**config.mk**
```make
export PLATFORM = sky130hd
export DESIGN_NAME = fpc_pos_ctrl
export DESIGN_NICKNAME = d
export VERILOG_FILES = /design/src/rtl/fpc_pkg.sv /design/src/rtl/fpc_pos_ctrl.sv
export SDC_FILE = /design/constraint.sdc
export NUM_CORES = 1
export LEC_CHECK = 0
export ABC_AREA = 1
export CORE_AREA = 8 8 45 47
export CTS_CLUSTER_DIAMETER = 200
export DETAILED_ROUTE_END_ITERATION = 10
export DIE_AREA = 0 0 53 55
export DONT_BUFFER_PORTS = 1
export GPL_ROUTABILITY_DRIVEN = 0
export GPL_TIMING_DRIVEN = 0
export PLACE_DENSITY = 0.3
export SLEW_MARGIN = 20
export SYNTH_ARGS = -nofsm -noshare
export SYNTH_HDL_FRONTEND = slang
export SYNTH_SLANG_ARGS = --single-unit
```
**constraint.sdc**
```tcl
create_clock -name clk -period 1.4 [get_ports clk]
set_clock_uncertainty 0.15 [all_clocks]
set_input_delay 0.07 -clock clk [delete_from_list [all_inputs] [get_ports clk]]
set_output_delay 0.07 -clock clk [all_outputs]
set_load 0.01 [all_outputs]
```
**src/rtl/fpc_pkg.sv**
```systemverilog
package fpc_pkg;
  typedef enum logic [0:0] {
    FPC_WAIT_SYNC = 1'b0,
    FPC_IN_FRAME  = 1'b1
  } fpc_phase_e;
endpackage

```
**src/rtl/fpc_pos_ctrl.sv**
```systemverilog
module fpc_pos_ctrl #(
  parameter int DATA_BITS = 7
) (
  input  logic clk,
  input  logic rst_n,
  input  logic sync_i,
  input  logic bit_vld_i,
  output logic take_data_o,
  output logic take_par_o
);
  import fpc_pkg::*;

  localparam int POS_W = $clog2(DATA_BITS + 1);
  localparam logic [POS_W-1:0] LAST_POS = POS_W'(DATA_BITS);

  fpc_phase_e       phase_q, phase_d;
  logic [POS_W-1:0] pos_q, pos_d;
  logic             accept;

  assign accept      = bit_vld_i && !sync_i && (phase_q == FPC_IN_FRAME);
  assign take_data_o = accept && (pos_q < LAST_POS);
  assign take_par_o  = accept && (pos_q == LAST_POS);

  always_comb begin
    phase_d = phase_q;
    pos_d   = pos_q;
    if (sync_i) begin
      phase_d = FPC_IN_FRAME;
      pos_d   = '0;
    end else if (take_data_o) begin
      pos_d   = pos_q + 1'b1;
    end else if (take_par_o) begin
      phase_d = FPC_WAIT_SYNC;
      pos_d   = '0;
    end
  end

  always_ff @(posedge clk or negedge rst_n) begin
    if (!rst_n) begin
      phase_q <= FPC_WAIT_SYNC;
      pos_q   <= '0;
    end else begin
      phase_q <= phase_d;
      pos_q   <= pos_d;
    end
  end
endmodule

```
# Word-level counts from Yosys, hierarchy flattened
# Index checks and enable logic that the tools add are counted.
# classes
add_sub_neg,1
order_cmp,1
eq_ne,2
n_mux,6
n_reduce_logical,8
# ops
operator,count
3-bit 2-to-1 mux,3
1-bit logical AND,4
3-bit by 1-bit adder with 3-bit output (second input constant),1
3-bit == test (second input constant),1
3-bit less-than comparator (second input constant),1
1-bit 2-to-1 mux,3
3-bit nonzero test,1
2-bit != test (second input constant),1
2-bit AND reduction,1
2-bit nonzero test,1
1-bit zero test,1
# word_totals
reg_bits,4
in_bits,4
out_inout_bits,2

# Longest topological paths before layout
# logic_depth
ltp_word,7
depth_mapped,6
ltp_nobuf,6

# Worst setup path after synthesis
# OpenSTA, ideal clock, no wires.
# synth_path
path_type,reg2reg
startpoint,reg pos_q[0]
endpoint,reg pos_q[0]
setup_ns,0.065
t_arrival_ns,1.075
required_ns,1.185
slack_ns,0.110
path_stages_with_launch,7
n_path_buf,0
period_less_slack_ns,1.290
path_cell_list,dfrtp_1 > ha_1 > ha_1 > inv_1 > o21a_1 > nand3_1 > nand2_1
# synth_via
elab_chain_len,4
# synth_rtl
element,line,rtl
start: declaration,fpc_pos_ctrl.sv:17,"logic [POS_W-1:0] pos_q, pos_d;"
start signal: assignment,fpc_pos_ctrl.sv:44,pos_q <= pos_d;
3-bit less-than comparator,fpc_pos_ctrl.sv:21,assign take_data_o = accept && (pos_q < LAST_POS);
1-bit logical AND,fpc_pos_ctrl.sv:21,
3-bit 2-to-1 mux,fpc_pos_ctrl.sv:30,end else if (take_data_o) begin
3-bit 2-to-1 mux,fpc_pos_ctrl.sv:27,if (sync_i) begin
# Several ways; a longest one is shown, not always the timed one.
# A chain may end at the register's enable or synchronous reset.

# Worst setup path after layout
# layout_path
startpoint,reg pos_q[0]
endpoint,out take_par_o
# layout_via
elab_chain_len,2
# layout_rtl
element,line,rtl
3-bit == test,fpc_pos_ctrl.sv:22,assign take_par_o = accept && (pos_q == LAST_POS);
1-bit logical AND,fpc_pos_ctrl.sv:22,
end: declaration,fpc_pos_ctrl.sv:9,output logic take_par_o
# Every way passes these cells.

==> out/summary.txt <==
Status: complete, no violations
Tot GR Track Use: 4.93%
TritonCTS clock tree: built
Initial core utilization: 16.8%
Diodes inserted: 0
Reg clk slew, reported paths: 0.03 ns
Slowest stage cell, crit path: dfrtp_1
IO Pins: 6
Grt ovf: 0
Final hold vios: 0
Average cell area after synthesis: 8.62 um2
CP arrival: 1.15 ns
Vias per cell: 3.79
Post-layout min period: 1.37 ns
Synthesized instance count: 27
Worst path cell trace: ha_2, ha_4, inv_4, nor3_4
Mapped Nets: 33
Pwr per Cell Area: 871 mW/mm2
Synth Area in XOR/XNOR: 0%
Worst skew pair latency: 0.23 ns
Layout cells sized above 1: 41.7%
Fin crit share: 97.6%
Seq/Total Area, Yosys: 43.0%
Post-DP HPWL: 388 um
Yosys warning total: 0
Worst Path Required: 1.18 ns
Die Ht: 55 um
# DRC: 0
First-pass GRT wire length: 986 um
Worst hold path depth: 1
Via count: 197
Top post-synthesis cells by area: dfrtp_1 43%, nand2_1 11%, ha_1 11%
Utilization after layout: 26.1%
Clock sinks: 4
Routed wire length: 509 um
CTS Buf Count: 3
Core area: 0.00138 mm2
Biggest area consumer among synthesized cells: dfrtp_1
Area share of fa/ha/maj cells after synthesis: 10.8%
Number of global-route vias before repair: 220
DIE AREA: 0.00292 mm2
H-tree levels: 1
Netlist cell types: 12
Final Setup Violations: 0
Area delta synth->final: 55.4%
Most common cell after layout, fill and taps aside: nand2_1
Fin nets: 44
Cell Rows: 14
Relative slew slack: 87.8%
Critical path class: reg -> out
Initial antenna violation count: 0
Slew @ Worst Pin: 0.182 ns
Placed Cells: 43
Hold Crit Class: in -> out
Crit path largest cell delay: 0.35 ns
CTS root buffer: clkbuf_4
Largest family of logic cells by synthesized area: simple AND/OR/NAND/NOR gates
Width of the chip: 53 um
Multiplexer area fraction after synthesis: 0%
Synth Area in Compound Gates: 3.23%
R2R depth: 6
Max_cap viols: 0
RSZ-0062 raised after global routing: true
Simple-Gate Fraction of Synth Area: 38.2%
Hold WS: 0.0163 ns
Post-Layout Cell Count: 52
Most frequent cells in the layout: 7 x nand2_1, 4 x dfrtp_1
Yosys top cell area share: 43.0%
Worst setup SP type: flop
Crit-path max FO: 2
Detailed Routing Iterations Pass 1: 3
DRT antenna net count: 0
Power Total: 0.315 mW
Iter 0 DRT Violations: 4
Seq cells post-synth: 4
CP endpoint kind: primary output
PortBufs: 0
FMAX: 0.732 GHz
Maximum VDD drop: 0.372 mV
Largest net degree at the start of global routing: 6
Final setup TNS: 0 ns
WL per Instance: 9.79 um
Max Buffers Root-to-Sink: 2
Leak pwr: 0.171 nW
Fin. max-slew vios: 0
Syn Std Cell Area: 233 um2
==> where the power goes <==
| part | internal [mW] | leakage, nW | switching (mW) | total (mW) |
|---|---|---|---|---|
| logic | 0.0249 | 0.108 | 0.0258 | 0.0507 |
| registers | 0.124 | 0.0490 | 0.00527 | 0.129 |
| clock network | 0.0954 | 0.0138 | 0.0401 | 0.136 |
==> layer usage <==
metal  track usage (%)  vias up  wire length [um]
met2              6.45        5               225
met1              5.05       86               244
met4              6.47        0                 0
li1                  -      106                 -
met5                 0        -                 0
met3              2.41        0                39
==> worst max-delay path: cells and delay by family, from the launching register on <==
family                   cells  cell delay (ns)
flip-flops                   1             0.35
AND/OR/NAND/NOR              1             0.19
buffers and inverters        1             0.04
adder cells (fa/ha/maj)      2             0.34
==> path summary, 6_finish.rpt <==
path | slack, ns | endpoint | from
max | 0.03 | take_par_o | pos_q[0]$_DFFE_PN0P_
min in group asynchronous | 0.50 | pos_q[0]$_DFFE_PN0P_ | rst_n
max reg2reg | 0.07 | pos_q[1]$_DFFE_PN0P_ | pos_q[1]$_DFFE_PN0P_
max in group asynchronous | 0.44 | phase_q$_DFFE_PN0P_ | rst_n
min | 0.02 | take_par_o | sync_i
min reg2reg | 0.35 | phase_q$_DFFE_PN0P_ | phase_q$_DFFE_PN0P_
==> cell families after synthesis <==
kind of cell | after synthesis
DFF | 4
adders and majority gates | 2
and+or+nand+nor | 17
buffers and inverters | 3
AOI/OAI and AO/OA | 1
==> cells in the mapped netlist <==
library cell / instances
o21a_1: 1
inv_1: 2
dfrtp_1: 4
inv_2: 1
nor3_1: 1
or2_0: 1
nand3_1: 4
nand2_2: 2
nand2_1: 7
nand3b_1: 1
nor2_4: 1
ha_1: 2
==> metrics by stage <==
step                area [um2]  worst slack, ns
finish                     362           0.0331
global route               362          -0.0553
CTS                        347        -0.000936
detailed placement         253          -0.0111
global placement           253          0.00119
floorplan                  233            0.110
==> final cells by class <==
class                           count  area [um2]
Sequential cell                     4         100
Clock buffer                        3        22.5
Timing Repair Buffer                6        52.6
Fill cell                         148        1020
Inverter                            3        13.8
Tap cell                           16        20.0
Multi-Input combinational cell     20         153
==> registers in the layout (all words and copies together) (netlist names) <==
name,cells
pos_q,3
phase_q,1
==> what timing repair did <==
item	4_1_cts	5_1_grt
setup buffers	2	1
endpoints found under the hold margin	8	0
pin swaps	3	2
setup endpoints to repair	4	4
resized for setup	6	2
hold buffers	3	0
Power figures use the tool's default switching activity.
